File: config.mk
export PLATFORM = sky130hd
export DESIGN_NAME = pxfmt_dual_ddr
export DESIGN_NICKNAME = d
export VERILOG_FILES = /design/src/rtl/pxfmt_pkg.sv /design/src/rtl/pxfmt_steer.sv /design/src/rtl/pxfmt_hcheck.sv /design/src/rtl/pxfmt_dual_ddr.sv
export SDC_FILE = /design/constraint.sdc
export NUM_CORES = 1
export LEC_CHECK = 0
export ABC_AREA = 1
export CAP_MARGIN = 20
export CORE_ASPECT_RATIO = 2
export CORE_MARGIN = 8
export CORE_UTILIZATION = 53
export CTS_BUF_LIST = sky130_fd_sc_hd__clkbuf_16
export DETAILED_ROUTE_END_ITERATION = 7
export DONT_BUFFER_PORTS = 1
export GPL_TIMING_DRIVEN = 1
export PLACE_DENSITY = 0.66
export SYNTH_ARGS = -nofsm -noshare
export SYNTH_HDL_FRONTEND = slang
export SYNTH_SLANG_ARGS = --single-unit
File: constraint.sdc
create_clock -name clk -period 2.2 [get_ports clk]
set_input_delay 0.22 -clock clk [delete_from_list [all_inputs] [get_ports clk]]
set_output_delay 0.22 -clock clk [all_outputs]
set_load 0.005 [all_outputs]
File: src/rtl/pxfmt_pkg.sv
package pxfmt_pkg;

    typedef enum logic [1:0] {
        FMT_SINGLE  = 2'd0,
        FMT_HILO    = 2'd1,
        FMT_ODDEVEN = 2'd2,
        FMT_RSVD    = 2'd3
    } fmt_e;

    typedef enum logic [1:0] {
        ST_HUNT    = 2'd0,
        ST_LINE    = 2'd1,
        ST_STARVED = 2'd2
    } lane_st_e;

endpackage

File: src/rtl/pxfmt_steer.sv
module pxfmt_steer
    import pxfmt_pkg::*;
#(
    parameter int HALF_W = 12
) (
    input  fmt_e                  fmt,
    input  logic                  swap,
    input  logic [2*HALF_W-1:0]   pix_even,
    input  logic [2*HALF_W-1:0]   pix_odd,
    output logic [HALF_W-1:0]     b_rise,
    output logic [HALF_W-1:0]     b_fall,
    output logic [HALF_W-1:0]     c_rise,
    output logic [HALF_W-1:0]     c_fall
);
    localparam int PIX_W = 2 * HALF_W;

    logic [HALF_W-1:0] even_lo, even_hi, odd_lo, odd_hi;
    logic [HALF_W-1:0] pri_rise, pri_fall, sec_rise, sec_fall;

    assign even_lo = pix_even[HALF_W-1:0];
    assign even_hi = pix_even[PIX_W-1:HALF_W];
    assign odd_lo  = pix_odd[HALF_W-1:0];
    assign odd_hi  = pix_odd[PIX_W-1:HALF_W];

    // primary port is C unless swapped
    always_comb begin
        unique case (fmt)
            FMT_HILO: begin
                pri_rise = even_lo;
                pri_fall = odd_lo;
                sec_rise = even_hi;
                sec_fall = odd_hi;
            end
            FMT_ODDEVEN: begin
                pri_rise = even_lo;
                pri_fall = even_hi;
                sec_rise = odd_lo;
                sec_fall = odd_hi;
            end
            default: begin
                pri_rise = even_lo;
                pri_fall = even_hi;
                sec_rise = '0;
                sec_fall = '0;
            end
        endcase
    end

    assign c_rise = swap ? sec_rise : pri_rise;
    assign c_fall = swap ? sec_fall : pri_fall;
    assign b_rise = swap ? pri_rise : sec_rise;
    assign b_fall = swap ? pri_fall : sec_fall;

endmodule

File: src/rtl/pxfmt_hcheck.sv
module pxfmt_hcheck
    import pxfmt_pkg::*;
#(
    parameter int HCNT_W    = 12,
    parameter int DUAL_GRAN = 2
) (
    input  logic              clk,
    input  logic              rst_n,
    input  logic              chk_en,
    input  fmt_e              fmt,
    input  logic [HCNT_W-1:0] hactive,
    input  logic [HCNT_W-1:0] htotal,
    output logic              err
);
    logic dual_fmt;
    logic misfit;

    assign dual_fmt = (fmt == FMT_HILO) || (fmt == FMT_ODDEVEN);
    assign misfit   = ((32'(hactive) % DUAL_GRAN) != 0) ||
                      ((32'(htotal)  % DUAL_GRAN) != 0);

    always_ff @(posedge clk) begin
        if (!rst_n)
            err <= 1'b0;
        else if (chk_en && dual_fmt && misfit)
            err <= 1'b1;
    end

    // once raised, the flag is held until reset
    a_r8_err_sticky: assert property (@(posedge clk) disable iff (!rst_n)
        err |=> err);

endmodule

File: src/rtl/pxfmt_dual_ddr.sv
module pxfmt_dual_ddr
    import pxfmt_pkg::*;
#(
    parameter int HALF_W = 12,
    parameter int HCNT_W = 12
) (
    input  logic                 clk,
    input  logic                 rst_n,
    input  logic [1:0]           cfg_fmt,
    input  logic                 cfg_swap,
    input  logic [HCNT_W-1:0]    cfg_hactive,
    input  logic [HCNT_W-1:0]    cfg_htotal,
    input  logic                 in_valid,
    output logic                 in_ready,
    input  logic                 in_sol,
    input  logic [2*HALF_W-1:0]  in_pix_even,
    input  logic [2*HALF_W-1:0]  in_pix_odd,
    output logic [HALF_W-1:0]    pb_rise,
    output logic [HALF_W-1:0]    pb_fall,
    output logic [HALF_W-1:0]    pc_rise,
    output logic [HALF_W-1:0]    pc_fall,
    output logic                 out_active,
    output logic                 timing_err
);
    lane_st_e st_q, st_d;
    fmt_e     fmt_q, beat_fmt, cfg_fmt_e;
    logic     swap_q, beat_swap;
    logic     ready_q, take, line_start, emit;
    logic [HALF_W-1:0] s_b_rise, s_b_fall, s_c_rise, s_c_fall;

    assign cfg_fmt_e  = fmt_e'(cfg_fmt);
    assign in_ready   = ready_q;
    assign take       = in_valid && ready_q;
    assign line_start = take && in_sol;
    assign emit       = take && ((st_q != ST_HUNT) || in_sol);
    assign beat_fmt   = line_start ? cfg_fmt_e : fmt_q;
    assign beat_swap  = line_start ? cfg_swap  : swap_q;

    always_ff @(posedge clk) begin
        if (!rst_n)
            ready_q <= 1'b0;
        else
            ready_q <= 1'b1;
    end

    always_ff @(posedge clk) begin
        if (!rst_n) begin
            fmt_q  <= FMT_SINGLE;
            swap_q <= 1'b0;
        end else if (line_start) begin
            fmt_q  <= cfg_fmt_e;
            swap_q <= cfg_swap;
        end
    end

    // state register
    always_ff @(posedge clk) begin
        if (!rst_n)
            st_q <= ST_HUNT;
        else
            st_q <= st_d;
    end

    always_comb begin
        st_d = st_q;
        unique case (st_q)
            ST_HUNT:    if (line_start) st_d = ST_LINE;
            ST_LINE:    if (!in_valid)  st_d = ST_STARVED;
            ST_STARVED: if (in_valid)   st_d = ST_LINE;
            default:    st_d = ST_HUNT;
        endcase
    end

    pxfmt_steer #(.HALF_W(HALF_W)) i_steer (
        .fmt      (beat_fmt),
        .swap     (beat_swap),
        .pix_even (in_pix_even),
        .pix_odd  (in_pix_odd),
        .b_rise   (s_b_rise),
        .b_fall   (s_b_fall),
        .c_rise   (s_c_rise),
        .c_fall   (s_c_fall)
    );

    // output process
    always_ff @(posedge clk) begin
        if (!rst_n || !emit) begin
            pb_rise    <= '0;
            pb_fall    <= '0;
            pc_rise    <= '0;
            pc_fall    <= '0;
            out_active <= 1'b0;
        end else begin
            pb_rise    <= s_b_rise;
            pb_fall    <= s_b_fall;
            pc_rise    <= s_c_rise;
            pc_fall    <= s_c_fall;
            out_active <= 1'b1;
        end
    end

    pxfmt_hcheck #(.HCNT_W(HCNT_W), .DUAL_GRAN(2)) i_hcheck (
        .clk     (clk),
        .rst_n   (rst_n),
        .chk_en  (line_start),
        .fmt     (cfg_fmt_e),
        .hactive (cfg_hactive),
        .htotal  (cfg_htotal),
        .err     (timing_err)
    );

    // a clock without input is followed by blank output
    a_r5_starve_blank: assert property (@(posedge clk) disable iff (!rst_n)
        !in_valid |=> !out_active);

    // latched format holds across beats without a line start
    a_r6_fmt_hold: assert property (@(posedge clk) disable iff (!rst_n)
        (take && !in_sol) |=> ($stable(fmt_q) && $stable(swap_q)));

    // nothing leaves the block before the first line start
    a_r7_hunt_blank: assert property (@(posedge clk) disable iff (!rst_n)
        (st_q == ST_HUNT && !in_sol) |=> !out_active);

    // single format with no swap leaves port B idle
    a_r2_single_b_idle: assert property (@(posedge clk) disable iff (!rst_n)
        (take && beat_fmt != FMT_HILO && beat_fmt != FMT_ODDEVEN && !beat_swap)
        |=> (pb_rise == '0 && pb_fall == '0));

endmodule

=== Yosys cells after proc, flatten, opt, wreduce, memory -nomap -nowiden ===
Cells that the tools add are included.

* Memories: 0
* Bits in writable memories: 0
* Bits in latches: 0
* Bits in registers: 56
* ROM bits: 0
* Output and inout bits: 51

* Shifts and indexed selects: 0
* Reduce and logical (&&, ||, !) cells: 15
* $mul: 0
* Add/subtract/negate cells: 0
* Bitwise operators: 0
* Equality and inequality tests: 9
* Muxes and demuxes: 15
* Div/mod/pow operators: 0
* $lt $le $gt $ge: 0

{| class="wikitable"
|+ Operators by type and width
! operator !! number
|-
| 2-to-1 mux 12 bit || 6
|-
| one-hot mux 12 bit (2 select lines) || 1
|-
| 2-to-1 mux 2 bit || 4
|-
| == test 2 x 1 -> 1 bit (second input constant) || 3
|-
| == test 2 bit (second input constant) || 3
|-
| one-hot mux 2 bit (3 select lines) || 1
|-
| logical AND 1 bit || 5
|-
| logical OR 1 bit || 4
|-
| inequality test 2 bit (second input constant) || 2
|-
| 2-to-1 mux 1 bit || 3
|-
| AND reduction 3 bit || 1
|-
| logical NOT 1 bit || 2
|-
| logical NOT 2 bit || 1
|-
| inequality test 2 x 1 -> 1 bit (second input constant) || 1
|-
| nonzero test 2 bit || 1
|-
| OR reduction 2 bit || 1
|}

=== Logic depth before layout (Yosys ltp) ===
* Depth after elaboration: 7
* Gate-level depth with buffers: 14

=== By module ===
From an unflattened synthesis, not the netlist that was laid out.

* Cell total of the unflattened synthesis: 456
* Area total of the unflattened synthesis: 2829.0 µm²

{| class="wikitable"
|+ Modules (own cells, without submodules)
! module !! instances !! area each (µm²) !! sequential area each (µm²) !! cells an instance
|-
| pxfmt_dual_ddr || 1 || 1639.1 || 1101.1 || 189
|-
| pxfmt_steer || 1 || 1123.6 || 0.0 || 255
|-
| pxfmt_hcheck || 1 || 66.3 || 20.0 || 12
|}

=== Worst setup path before layout ===
Ideal clock, no wire load.

* Kind: register -> register
* From: register ready_q (netlist: in_ready)
* To: register pb_fall[1]
* Required time: 2.083 ns
* Path buffers: 2
* Arrival time: 1.816 ns
* Clock period less this slack: 1.934 ns
* Cell stages (with the launch flop): 12
* Setup slack: 0.266 ns
* Setup time: 0.117 ns
* Cells stage by stage: dfxtp_1 -> nand3_4 -> o21ai_0 -> inv_1 -> ha_1 -> buf_2 -> inv_1 -> buf_2 -> nand2_1 -> nand2_1 -> a21boi_0 -> nor2_1

* Cells in the longest elaborated chain, start to end: 7

{| class="wikitable"
|+ Ends and longest elaborated chain
! element !! RTL line !! source
|-
| from (decl) || pxfmt_dual_ddr.sv:28 || <nowiki>logic ready_q, take, line_start, emit;</nowiki>
|-
| from (signal assigned) || pxfmt_dual_ddr.sv:41 || <nowiki>ready_q <= 1'b0;</nowiki>
|-
| from (signal assigned) || pxfmt_dual_ddr.sv:43 || <nowiki>ready_q <= 1'b1;</nowiki>
|-
| logical AND 1 bit (*) || pxfmt_dual_ddr.sv:33 || <nowiki>assign take = in_valid && ready_q;</nowiki>
|-
| logical AND 1 bit (*) || pxfmt_dual_ddr.sv:34 || <nowiki>assign line_start = take && in_sol;</nowiki>
|-
| 2-to-1 mux 2 bit (*) || -- ||
|-
| net beat_fmt[0] || pxfmt_dual_ddr.sv:26 || <nowiki>fmt_e fmt_q, beat_fmt, cfg_fmt_e;</nowiki>
|-
| == test 2 x 1 -> 1 bit or == test 2 bit (tied branches) || pxfmt_steer.sv:27 || <nowiki>unique case (fmt)</nowiki>
|-
| OR reduction 2 bit (no line) || -- ||
|-
| 2-to-1 mux 12 bit || pxfmt_steer.sv:27 ||
|-
| 2-to-1 mux 12 bit (*) || pxfmt_steer.sv:52 || <nowiki>assign b_fall = swap ? pri_fall : sec_fall;</nowiki>
|-
| to (signal assigned) || pxfmt_dual_ddr.sv:95 || <nowiki>pb_fall <= s_b_fall;</nowiki>
|-
| to (decl) || pxfmt_dual_ddr.sv:19 || <nowiki>output logic [HALF_W-1:0] pb_fall,</nowiki>
|}

Mark *: on every way through the listed nets, which the timed path passes. The rest lies on a longest branch.
A chain may end at the register's enable or synchronous reset.

=== Worst setup path in the final report ===
* From: register ready_q (netlist: in_ready)
* To: register pb_fall[4]

Same word-level chain as after synthesis.

==> tab_implementation.tex <==
\begin{tabular}{lr}
\hline
Metric & Value \\
\hline
\multicolumn{2}{l}{\textbf{Outcome}} \\
\quad Outcome & complete, no violations \\
\multicolumn{2}{l}{\textbf{Logic synthesis}} \\
\quad FF+latch count, synth & 56 \\
\quad Synth warnings & 0 \\
\quad Synthesized instance count & 477 \\
\quad Synth cell types & 21 \\
\quad Post-Syn Area per Cell & 6.14 um2 \\
\quad Nets in the synthesized netlist & 558 \\
\quad Sequential fraction of the synthesis area & 38.3\% \\
\quad Post-synthesis instance area & 2930 um2 \\
\multicolumn{2}{l}{\textbf{Route}} \\
\quad Antenna viol nets, final & 0 \\
\quad First-pass iteration count of the detailed router & 4 \\
\quad DR DRC count & 0 \\
\quad Post-detailed-routing wire length & 7130 um \\
\quad Initial DRC count & 125 \\
\quad Avg Vias per Cell & 4.90 \\
\quad Routed wire length per instance & 13.4 um \\
\quad Number of vias in the routed layout & 2603 \\
\multicolumn{2}{l}{\textbf{Layout}} \\
\quad Most frequent cells in the layout & sky130\_fd\_sc\_hd\_\_nand2\_1 (154), sky130\_fd\_sc\_hd\_\_nor2\_1 (91), sky130\_fd\_sc\_hd\_\_inv\_1 (74) \\
\quad Signed area change from the synthesized netlist to the final layout & 8.16\% \\
\quad Most common cell after layout, fill and taps aside & sky130\_fd\_sc\_hd\_\_nand2\_1 \\
\quad Share of layout cells above drive strength 1 & 5.52\% \\
\quad Number of antenna repair diodes & 0 \\
\quad Number of fill cells & 526 \\
\quad Post-route non-filler standard cell count & 531 \\
\quad FF+latch area & 1120 um2 \\
\quad Nets & 551 \\
\quad Footprint of the multi-input gates & 1390 um2 \\
\multicolumn{2}{l}{\textbf{Timing}} \\
\quad Worst Skew & 0.00294 ns \\
\quad Highest achievable clock rate & 0.532 GHz \\
\quad Hold violation total from the final report & 0 \\
\quad Unrepaired setup endpoints after global routing & no \\
\quad Total negative slack & 0 ns \\
\quad Transition time at the pin with the least slew margin & 0.508 ns \\
\quad Slew headroom & 66.1\% \\
\quad Minimum setup slack in the final design & 0.320 ns \\
\quad Number of max-slew violations in the final report & 0 \\
\quad Crit path time final & 1.88 ns \\
\quad Setup-failing EPs final & 0 \\
\quad Hold\_ws & 0.0595 ns \\
\quad Period Utilization, post-route & 85.4\% \\
\multicolumn{2}{l}{\textbf{GRT}} \\
\quad Global-route wire length before repair & 11000 um \\
\quad Vias in the first global route & 2387 \\
\quad Antenna violations before repair & 0 \\
\quad Gr usage total & 17.0\% \\
\quad Overflow left after global routing & 0 \\
\quad Maximum number of pins on one net before global-route repair & 50 \\
\multicolumn{2}{l}{\textbf{Floorplan}} \\
\quad Starting density of the core & 54.5\% \\
\quad Die Area & 8310 um2 \\
\quad Core region area & 5370 um2 \\
\quad Number of I/O pins & 130 \\
\quad Core Rows & 38 \\
\quad Die H & 121 um \\
\quad Die Span X & 68.6 um \\
\multicolumn{2}{l}{\textbf{Critical path}} \\
\quad Sort of element at the end of the critical path & flip-flop \\
\quad Cell Chain, Critical Path & nand3\_4, o21ai\_0, inv\_1, ha\_1, inv\_1, nand2\_1, nand2\_1, a21boi\_0, nor2\_1 \\
\quad Critical path class & reg2reg \\
\quad Setup slack on the worst flop-to-flop path & 0.32 ns \\
\quad Max stage delay cell, worst path & sky130\_fd\_sc\_hd\_\_dfxtp\_1 \\
\quad Req. time, crit path & 2.39 ns \\
\quad CP Launch Type & flip-flop \\
\quad Arrival time at the worst endpoint & 2.07 ns \\
\quad Maximum single-stage delay on the critical path & 0.38 ns \\
\quad CP max FO & 12 \\
\multicolumn{2}{l}{\textbf{Place}} \\
\quad Half-perimeter wire length of the detailed placement result & 5310 um \\
\quad Number of port buffers & 0 \\
\quad Dpl cells & 521 \\
\quad Place WS & 0.313 ns \\
\quad Routability congestion estimate & 0.783 \\
\multicolumn{2}{l}{\textbf{Clock network}} \\
\quad H-tree levels & 2 \\
\quad Number of instances resized during post-cts repair & 0 \\
\quad Number of buffers inserted for hold repair after clock tree synthesis & 2 \\
\quad Maximum clock path buffer count & 2 \\
\quad Sink count of the clock tree & 56 \\
\quad TritonCTS clock tree & yes \\
\quad TritonCTS buffer count & 5 \\
\quad Number of buffers inserted to repair setup after CTS & 0 \\
\quad Clock transition time at the flip-flop clock pins of the worst setup and hold paths & 0.07 ns \\
\quad Clock tree root buffer cell & sky130\_fd\_sc\_hd\_\_clkbuf\_16 \\
\quad Clock latency reported for the late side of the worst-skew pair & 0.29 ns \\
\multicolumn{2}{l}{\textbf{Power and ir drop}} \\
\quad Worst supply voltage drop on vdd & 698 uV \\
\quad Total power divided by cell area & 785 nW/um2 \\
\quad Power after layout & 2.49 mW \\
\quad Leakage component of the power & 1.80 nW \\
\multicolumn{2}{l}{\textbf{Run}} \\
\quad Number of max-capacitance violations reported & 0 \\
\multicolumn{2}{l}{\textbf{Hold path}} \\
\quad Class of the tightest hold or removal check & in2reg \\
\hline
\end{tabular}
cell type report:
cell class,instances,share of cell area [%]
Timing Repair Buffer,12,3.00
Sequential cell,56,35.4
Clock buffer,5,3.95
Inverter,74,8.76
Clock inverter,3,2.84
Tap cell,60,2.37
Multi-Input combinational cell,321,43.7
routing by layer:
layer	global-route usage [%]	wire, um
met5	0	0
met4	7.23	185
met3	5.92	826
met2	28.9	3560
met1	17.9	2560
final timing paths:
path,start,end,depth (start not counted)
worst max-delay path,in_ready,pb_fall[4],9
worst min-delay path,in_pix_even[3],pc_rise[3],2
worst max register to register,in_ready,pb_fall[4],9
worst min register to register,i_hcheck.err,i_hcheck.err,2
stage by stage:
stage               instance area [um2]  utilization, %
floorplan                          2930               -
global placement                   2930            54.6
detailed placement                 2930            54.6
CTS                                3170            59.0
global route                       3170            59.0
finish                             3170            59.0
cell families (layout without fill, tap and decap cells):
logic type / after synthesis / in the layout / share of synthesized area (%)
AO/OA/AOI/OAI: 16 / 16 / 3.76
buffers and inverters: 100 / 94 / 14.6
AND/OR/NAND/NOR: 303 / 303 / 42.5
adder cells (fa/ha/maj): 2 / 2 / 0.854
flip-flops: 56 / 56 / 38.3
critical path: cells and delay by family, from the launching register on:
kind / cells / cell delay [ns]
adder cells (fa/ha/maj): 1 / 0.20
AO/OA/AOI/OAI: 2 / 0.42
flip-flops: 1 / 0.38
buffers and inverters: 2 / 0.37
AND/OR/NAND/NOR: 4 / 0.40
Yosys cell counts, drive strengths merged:
cell type,instances,area share [%]
or2,1,0.21
ha,2,0.85
nand4,2,0.85
a21oi,2,0.34
inv,74,9.5
o21ai,2,0.34
clkbuf,5,0.68
dfxtp,56,38
buf,21,4.5
nor4,1,0.21
nor2,92,12
a21boi,12,3.1
nand2,157,20
nand3,50,9.0
state kept, by name (all words and copies together), names as in the netlist, 2 cells and up:
name / cells
fmt_q: 2
pc_fall: 12
pb_rise: 12
pc_rise: 12
st_q: 2
pb_fall: 12
power breakdown:
group          total (mW)  switching (mW)  internal, mW  leakage, nW
Sequential           1.05          0.0131          1.04        0.453
Combinational       0.323           0.205         0.118         1.24
Clock                1.12           0.349         0.767        0.104
Power figures use the tool's default switching activity.
